$ cat src/rtl/srs_pkg.sv
package srs_pkg;
  typedef enum logic [1:0] {
    ST_IDLE   = 2'd0,
    ST_LAUNCH = 2'd1,
    ST_WAIT   = 2'd2,
    ST_DONE   = 2'd3
  } srs_state_t;

  typedef enum logic [1:0] {
    PH_BASE = 2'd0,
    PH_LO   = 2'd1,
    PH_HI   = 2'd2
  } srs_phase_t;
endpackage

$ cat src/rtl/srs_cand_ctr.sv
// Candidate column index and enable for one half word.
module srs_cand_ctr #(
  parameter int HALF = 8,
  parameter int IW   = 3
) (
  input  logic          clk,
  input  logic          rst_n,
  input  logic          clr_i,
  input  logic          begin_i,
  input  logic          step_i,
  output logic          en_o,
  output logic [IW-1:0] idx_o,
  output logic          last_o
);
  localparam logic [IW-1:0] LAST_IDX = IW'(HALF - 1);

  always_ff @(posedge clk or negedge rst_n) begin
    if (!rst_n) begin
      en_o  <= 1'b0;
      idx_o <= '0;
    end else if (clr_i) begin
      en_o  <= 1'b0;
      idx_o <= '0;
    end else if (begin_i) begin
      en_o  <= 1'b1;
      idx_o <= '0;
    end else if (step_i) begin
      idx_o <= idx_o + 1'b1;
    end
  end

  assign last_o = (idx_o == LAST_IDX);
endmodule

$ cat src/rtl/srs_bist_link.sv
// Start strobe and verdict qualification for the self-test handshake.
module srs_bist_link (
  input  logic clk,
  input  logic rst_n,
  input  logic launch_i,
  input  logic bist_done_i,
  input  logic bist_pass_i,
  output logic bist_start_o,
  output logic verdict_vld_o,
  output logic verdict_pass_o
);
  logic waiting_q;

  always_ff @(posedge clk or negedge rst_n) begin
    if (!rst_n)            waiting_q <= 1'b0;
    else if (launch_i)     waiting_q <= 1'b1;
    else if (bist_done_i)  waiting_q <= 1'b0;
  end

  assign bist_start_o   = launch_i;
  assign verdict_vld_o  = waiting_q & bist_done_i;
  assign verdict_pass_o = bist_pass_i;
endmodule

$ cat src/rtl/sram_repair_seeker.sv
module sram_repair_seeker
  import srs_pkg::*;
#(
  parameter int WORD_W = 16,
  localparam int HALF = WORD_W / 2,
  localparam int IW   = (HALF > 1) ? $clog2(HALF) : 1
) (
  input  logic          clk,
  input  logic          rst_n,
  input  logic          go,
  output logic          bist_start,
  input  logic          bist_done,
  input  logic          bist_pass,
  output logic [1:0]    cmp_mask,
  output logic          lo_rep_en,
  output logic [IW-1:0] lo_rep_idx,
  output logic          hi_rep_en,
  output logic [IW-1:0] hi_rep_idx,
  output logic          busy,
  output logic          done,
  output logic          repaired,
  output logic          unrepairable
);
  srs_state_t st_q, st_n;
  srs_phase_t ph_q, ph_n;
  logic [1:0] mask_q, mask_n;
  logic       rep_q, rep_n, unr_q, unr_n;
  logic       vrd_vld, vrd_pass;

  logic [1:0]    c_clr, c_begin, c_step, c_en, c_last;
  logic [IW-1:0] c_idx [2];

  srs_bist_link u_link (
    .clk            (clk),
    .rst_n          (rst_n),
    .launch_i       (st_q == ST_LAUNCH),
    .bist_done_i    (bist_done),
    .bist_pass_i    (bist_pass),
    .bist_start_o   (bist_start),
    .verdict_vld_o  (vrd_vld),
    .verdict_pass_o (vrd_pass)
  );

  for (genvar h = 0; h < 2; h++) begin : g_half
    srs_cand_ctr #(.HALF(HALF), .IW(IW)) u_ctr (
      .clk     (clk),
      .rst_n   (rst_n),
      .clr_i   (c_clr[h]),
      .begin_i (c_begin[h]),
      .step_i  (c_step[h]),
      .en_o    (c_en[h]),
      .idx_o   (c_idx[h]),
      .last_o  (c_last[h])
    );
  end

  always_comb begin
    st_n    = st_q;
    ph_n    = ph_q;
    mask_n  = mask_q;
    rep_n   = rep_q;
    unr_n   = unr_q;
    c_clr   = '0;
    c_begin = '0;
    c_step  = '0;
    case (st_q)
      ST_IDLE, ST_DONE: begin
        if (go) begin
          st_n   = ST_LAUNCH;
          ph_n   = PH_BASE;
          mask_n = 2'b11;
          rep_n  = 1'b0;
          unr_n  = 1'b0;
          c_clr  = 2'b11;
        end
      end
      ST_LAUNCH: st_n = ST_WAIT;
      ST_WAIT: begin
        if (vrd_vld) begin
          case (ph_q)
            PH_BASE: begin
              if (vrd_pass) begin
                st_n = ST_DONE;
              end else begin
                ph_n       = PH_LO;
                mask_n     = 2'b01;
                c_begin[0] = 1'b1;
                st_n       = ST_LAUNCH;
              end
            end
            PH_LO: begin
              if (vrd_pass) begin
                ph_n       = PH_HI;
                mask_n     = 2'b10;
                c_begin[1] = 1'b1;
                st_n       = ST_LAUNCH;
              end else if (c_last[0]) begin
                c_clr  = 2'b11;
                unr_n  = 1'b1;
                mask_n = 2'b11;
                st_n   = ST_DONE;
              end else begin
                c_step[0] = 1'b1;
                st_n      = ST_LAUNCH;
              end
            end
            PH_HI: begin
              if (vrd_pass) begin
                rep_n  = 1'b1;
                mask_n = 2'b11;
                st_n   = ST_DONE;
              end else if (c_last[1]) begin
                c_clr  = 2'b11;
                unr_n  = 1'b1;
                mask_n = 2'b11;
                st_n   = ST_DONE;
              end else begin
                c_step[1] = 1'b1;
                st_n      = ST_LAUNCH;
              end
            end
            default: st_n = ST_IDLE;
          endcase
        end
      end
      default: st_n = ST_IDLE;
    endcase
  end

  always_ff @(posedge clk or negedge rst_n) begin
    if (!rst_n) begin
      st_q   <= ST_IDLE;
      ph_q   <= PH_BASE;
      mask_q <= 2'b11;
      rep_q  <= 1'b0;
      unr_q  <= 1'b0;
    end else begin
      st_q   <= st_n;
      ph_q   <= ph_n;
      mask_q <= mask_n;
      rep_q  <= rep_n;
      unr_q  <= unr_n;
    end
  end

  assign cmp_mask     = mask_q;
  assign lo_rep_en    = c_en[0];
  assign lo_rep_idx   = c_idx[0];
  assign hi_rep_en    = c_en[1];
  assign hi_rep_idx   = c_idx[1];
  assign busy         = (st_q == ST_LAUNCH) || (st_q == ST_WAIT);
  assign done         = (st_q == ST_DONE);
  assign repaired     = rep_q;
  assign unrepairable = unr_q;
endmodule

$ cat config.mk
export PLATFORM = sky130hd
export DESIGN_NAME = sram_repair_seeker
export DESIGN_NICKNAME = d
export VERILOG_FILES = /design/src/rtl/srs_pkg.sv /design/src/rtl/srs_cand_ctr.sv /design/src/rtl/srs_bist_link.sv /design/src/rtl/sram_repair_seeker.sv
export SDC_FILE = /design/constraint.sdc
export NUM_CORES = 1
export LEC_CHECK = 0
export BUFFER_PORTS_ARGS = -buffer_cell sky130_fd_sc_hd__buf_2
export CAP_MARGIN = 20
export CORE_UTILIZATION = 45
export CTS_CLUSTER_DIAMETER = 60
export DETAILED_ROUTE_END_ITERATION = 8
export PLACE_DENSITY = 0.67
export SLEW_MARGIN = 20
export SYNTH_ARGS = -nofsm -noshare
export SYNTH_HDL_FRONTEND = slang
export SYNTH_SLANG_ARGS = --single-unit
$ cat constraint.sdc
create_clock -name clk -period 2.65 [get_ports clk]
set_input_delay 0.1325 -clock clk [delete_from_list [all_inputs] [get_ports clk]]
set_output_delay 0.1325 -clock clk [all_outputs]
set_load 0.02 [all_outputs]
==> results of run 1 <==
-- through the flow --
step / setup WS (ns) / instance area [sq um]
floorplan: 0.9020 / 1120
global placement: 0.8114 / 1227
detailed placement: 0.7492 / 1227
CTS: 0.7135 / 1264
global route: 0.5438 / 1264
finish: 0.6943 / 1264
-- report_power, final --
group / internal [uW] / switching, uW / leakage [uW]
registers: 313 / 43.0 / 0.000223
logic: 199 / 346 / 0.000388
clock network: 58.6 / 78.7 / 0.0000150
-- synth_stat cells, drive strengths merged (3+ instances only) --
library cell / count / share of area
a21oi: 9 / 0.040
a31oi: 4 / 0.022
dfrtp: 15 / 0.34
buf: 3 / 0.016
nor2: 15 / 0.055
nand2: 4 / 0.013
nand2b: 4 / 0.022
mux2i: 5 / 0.045
ha: 11 / 0.12
nand3: 3 / 0.013
inv: 13 / 0.044
-- layout make-up --
type	count	area (sq um)	area share
multi-input cells	83	620.6	0.4911
flip-flops and latches	17	427.9	0.3386
repair buffers	20	105.1	0.08317
inverters	13	48.80	0.03861
well taps	28	35.03	0.02772
clock buffers	4	26.28	0.02079
-- path summary, 6_finish.rpt --
kind / endpoint / slack [ns] / cells past startpoint
max in group asynchronous: cmp_mask[0]$_DFFE_PN1P_ / 2.07 / 2
hold reg to reg: g_half[0].u_ctr.en_o$_DFFE_PN0P_ / 0.50 / 2
setup / recovery: cmp_mask[1]$_DFFE_PN1P_ / 0.69 / 6
hold / removal: u_link.waiting_q$_DFFE_PN0P_ / 0.14 / 3
min in group asynchronous: ph_q[1]$_DFFE_PN0P_ / 0.27 / 2
setup reg to reg: cmp_mask[1]$_DFFE_PN1P_ / 0.69 / 6
-- state kept, by name, indices dropped and copies added, names as in the netlist --
register,count
repaired,1
st_q,2
unrepairable,1
ph_q,2
cmp_mask,2
g_half.u_ctr.en_o,2
g_half.u_ctr.idx_o,6
u_link.waiting_q,1
-- repair_timing --
action                                  CTS  global route
endpoints found under the setup margin    0             0
hold buffers                              1             0
endpoints found under the hold margin    15             0
resized for setup                         0             0
-- tightest hold or removal path, cell delays in order --
cell	delay, ns
buf_2	0.13
inv_1	0.05
a21o_1	0.10
-- cell families after synthesis --
kind of cell,share of synthesized area
XOR/XNOR,0.01565
adder cells (fa/ha/maj),0.1229
buffers and inverters,0.06369
AND/OR/NAND/NOR,0.1922
AO/OA/AOI/OAI,0.1788
flip-flops,0.3821
multiplexers,0.04469
-- routing by layer --
layer | global-route usage | part of all wire | wire length (um) | up-vias
li1 | - | - | - | 457
met1 | 0.2491 | 0.49 | 1085 | 410
met2 | 0.3056 | 0.44 | 980 | 27
met3 | 0.03801 | 0.040 | 89 | 7
met4 | 0.1171 | 0.026 | 57 | 0
met5 | 0 | 0 | 0 | -
==> run summary, run 1 <==
status = finished clean
syn avg cell area = 9.571 sq um
Worst-path clk slew = 0.10 ns
Total Power = 1039 uW
DR DRC count = 0
Detailed Routing Iterations Pass 1 = 4
final WL = 2213 um
crit-path max cell delay = 0.42 ns
Post-synth ARST share = 1.000
n_diodes = 0
Core Util, Final = 0.5553
clock buffer depth = 2
drt via density = 5.461
Post-Syn Instances = 117
hpwl dp = 1731 um
Fin Setup TNS = 0 ns
sequential share of the synthesized area = 0.3821
largest net degree at the start of global routing = 18
clk_skew = 0.006137 ns
Final ANT Viol Nets = 0
Primary FF master, synth = dfrtp_1
share of cells above drive strength 1 = 0.2263
Mapped Area = 1120 sq um
hold slack = 0.1420 ns
setup bufs post-CTS = 0
die area = 2692 sq um
CTS root buf = clkbuf_4
crit end category = flop
Leak = 0.0006261 uW
Die X-Extent = 51.89 um
Via Count = 901
Mapped Nets = 133
Layout Nets = 154
io pins = 20
cts bufs inserted = 3
GRT Residual Overflow = 0
RSZ-0062 raised after global routing = no
CP Launch Point = st_q[0]$_DFFE_PN0P_
H-tree Lvls = 1
WP data required = 2.85 ns
Hold Crit Class = input pin to flop
Max Fclk = 0.5113 GHz
Layout Cells excl Fill = 165
vias in the first global route = 880
final-report setup violation count = 0
latest clock arrival within the worst-skew pair = 0.29 ns
Final Cycle Share = 0.7380
worst setup path category = flop to flop
worst reg2reg startpoint = st_q[0]$_DFFE_PN0P_
1st-iter DRT viols = 15
synth warn = 0
Max Slew Vio Count = 0
EDFF count, synth = 0
Crit path arrival time = 2.16 ns
Worst path top cell family by delay = compound AO/OA/AOI/OAI gates
Final Hold Viols = 0
Worst setup SP type = flop
Synth Register Bits = 17
Slowest-stage cell, CP = dfrtp_1
Max VDD drop = 0.6569 mV
Synth cell types = 38
num rows = 17
FILL cells = 198
buffer and inverter count on the worst path = 1
PortBufs = 19
Wirelength per Cell = 13.41 um
worst-path maximum fanout = 13
die height = 51.89 um
clock sinks = 17
Final min period = 1.956 ns
power density over cell area = 822.1 nW/um^2
Area growth syn-to-layout = 12.85%
max cap viols = 0
global-route wire length before repair = 3808 um
hold_sp = bist_done
routability cong. = 0.8812
DP Cell Count = 160
most common cell after layout, fill and taps aside = buf_2
antenna violations before repair = 0
Tot GR Track Use = 0.1963
Worst slew margin = 0.7217
Initial Util = 0.4920
commonest non-fill, non-tap cells in the layout = buf_2 (19), dfrtp_1 (15), inv_1 (13), nor2_1 (13), ha_1 (11)
TritonCTS clock tree = yes
core area = 2276 sq um
crit path cell chain = inv_1 > ha_1 > a21boi_2 > nor3_2 > and4b_1 > a311oi_1
Worst-Margin Slew = 0.4175 ns
(Power assumes the default switching activity.)
==> run 2: changes to the inputs <==
Clock period 2.65 ns to 2 ns, I/O delays scaled along.
==> run 2 against run 1 <==
- fmax increased by 6.5%
- clock skew decreased by 0.0010 ns
- worst setup slack got worse by 0.53 ns
- die area unchanged
- core utilization increased by 0.49 points
- combinational power increased by 34%
- routed wire length increased by 2.9%
- sequential cell count unchanged
- sequential share of layout area decreased by 0.30 points
- count of clock-buffer cells in the layout decreased by 1
- worst hold slack got worse by 0.034 ns
- via count increased by 2.8%
- largest power group unchanged
==> run summary, run 2 (synthesized netlist as in run 1, its figures left out) <==
Sw Pwr = 639.4 uW
largest net degree at the start of global routing = 18
combinational share of power = 0.521
final-report setup violation count = 0
CTS root buf = clkbuf_4
latest clock arrival within the worst-skew pair = 0.30 ns
vias in the first global route = 832
Worst slew margin = 0.7233
switching share of total power = 0.4568
power density over cell area = 1098 nW/um^2
Final Hold Viols = 0
Crit path arrival time = 2.04 ns
routability cong. = 0.8356
Final min period = 1.836 ns
worst reg2reg startpoint = st_q[0]$_DFFE_PN0P_
clock power share = 0.138
hpwl dp = 1692 um
hold_sp = bist_done
clock sinks = 17
Leak = 0.0006304 uW
n_diodes = 0
share of cells above drive strength 1 = 0.2391
Final Cell Area = 1275 sq um
num rows = 17
R2R setup slack = 0.16 ns
dpl cell area = 1235 sq um
Resized Gates After CTS = 0
Worst-path clk slew = 0.11 ns
Worst setup SP type = flop
internal power = 760.2 uW
Initial Util = 0.4920
Max VDD drop = 0.9304 mV
pre-CTS WS = 0.1901 ns
FILL cells = 212
most common cell after layout, fill and taps aside = buf_2
Reg-to-Reg End = ph_q[0]$_DFFE_PN0P_
clk_skew = 0.005119 ns
RSZ-0062 raised after global routing = no
Hold EP = u_link.waiting_q$_DFFE_PN0P_
TritonCTS clock tree = yes
global-route wire length before repair = 3712 um
Via Count = 926
Tot GR Track Use = 0.1907
Biggest register = g_half.u_ctr.idx_o
hold slack = 0.1078 ns
worst-path maximum fanout = 7
H-tree Lvls = 1
GRT Residual Overflow = 0
Fin Setup TNS = 0 ns
Wirelength per Cell = 13.72 um
hold path cells = 3
max cap viols = 0
status = finished clean
Area growth syn-to-layout = 13.85%
Final ANT Viol Nets = 0
io pins = 20
Core Util, Final = 0.5602
Max Slew Vio Count = 0
core area = 2276 sq um
clock buffer depth = 2
die height = 51.89 um
final WL = 2278 um
commonest non-fill, non-tap cells in the layout = buf_2 (19), dfrtp_1 (15), inv_1 (13), nor2_1 (13), ha_1 (11)
Worst-Margin Slew = 0.4128 ns
FF-to-FF path depth = 6
Hold Crit Class = input pin to flop
antenna violations before repair = 0
Die X-Extent = 51.89 um
Detailed Routing Iterations Pass 1 = 4
post-route worst setup slack = 0.1640 ns
1st-iter DRT viols = 25
cts bufs inserted = 3
Flop pwr share = 0.342
crit end category = flop
Final Cycle Share = 0.9180
die area = 2692 sq um
Layout Nets = 155
Largest register FFs = 6
Max Fclk = 0.5447 GHz
DR DRC count = 0
drt via density = 5.578
WP data required = 2.21 ns
worst setup path category = flop to flop
PortBufs = 19
==> run 2: cell types whose count changed in the layout (fill, tap and decap cells not counted), sizes merged <==
cell,change
buf,+1
clkbuf,-1
clkinvlp,+1
==> run 2: area by class of cell <==
| type | instances | area (sq um) | share of cell area |
|---|---|---|---|
| Clock buffer | 3 | 22.52 | 0.01766 |
| Clock inverter | 1 | 7.507 | 0.005888 |
| Inverter | 13 | 48.80 | 0.03827 |
| Multi-Input combinational cell | 83 | 620.6 | 0.4868 |
| Sequential cell | 17 | 427.9 | 0.3356 |
| Tap cell | 28 | 35.03 | 0.02748 |
| Timing Repair Buffer | 21 | 112.6 | 0.08832 |
==> run 2: power by group through the flow <==
stage,sequential (uW),clock (uW),combinational [uW]
final,478,193,729
after global routing,485,217,801
after CTS,474,201,728
after detailed placement,481,0,724
after global placement,476,0,710
after floorplan,502,0,530
==> run 2: worst max-delay path: stages (launching register included) <==
cell	delay, ns
dfrtp_1	0.40
inv_1	0.07
ha_1	0.34
and2b_1	0.22
nor3_2	0.33
a31oi_1	0.16
o311ai_2	0.22
==> run 2: how the worst max path moves through the flow <==
stage,slack (ns),start,end
floorplan,0.25,g_half[1].u_ctr.idx_o[0]$_DFFE_PN0P_,cmp_mask[1]$_DFFE_PN1P_
global placement,0.25,st_q[0]$_DFFE_PN0P_,cmp_mask[0]$_DFFE_PN1P_
detailed placement,0.19,g_half[1].u_ctr.idx_o[0]$_DFFE_PN0P_,cmp_mask[1]$_DFFE_PN1P_
CTS,0.15,g_half[1].u_ctr.idx_o[0]$_DFFE_PN0P_,cmp_mask[1]$_DFFE_PN1P_
global route,0.01,g_half[1].u_ctr.idx_o[0]$_DFFE_PN0P_,cmp_mask[1]$_DFFE_PN1P_
finish,0.16,st_q[0]$_DFFE_PN0P_,ph_q[0]$_DFFE_PN0P_
==> run 2: through the flow <==
step	power [uW]	std cells
6_report	1400	166
4_1_cts	1403	166
2_1_floorplan	1032	117
3_5_place_dp	1206	161
3_3_place_gp	1185	161
5_1_grt	1503	166
==> run 2: repair_timing <==
item / in CTS / in global routing
buffers inserted: 0 / 0
hold buffers: 1 / 0
hold endpoints to repair: 15 / 0
==> run 2: per-layer routing <==
layer,GRT usage,share of wire
met2,0.2842,0.45
met1,0.2546,0.49
met4,0.07207,0.014
met5,0,0
met3,0.06140,0.040
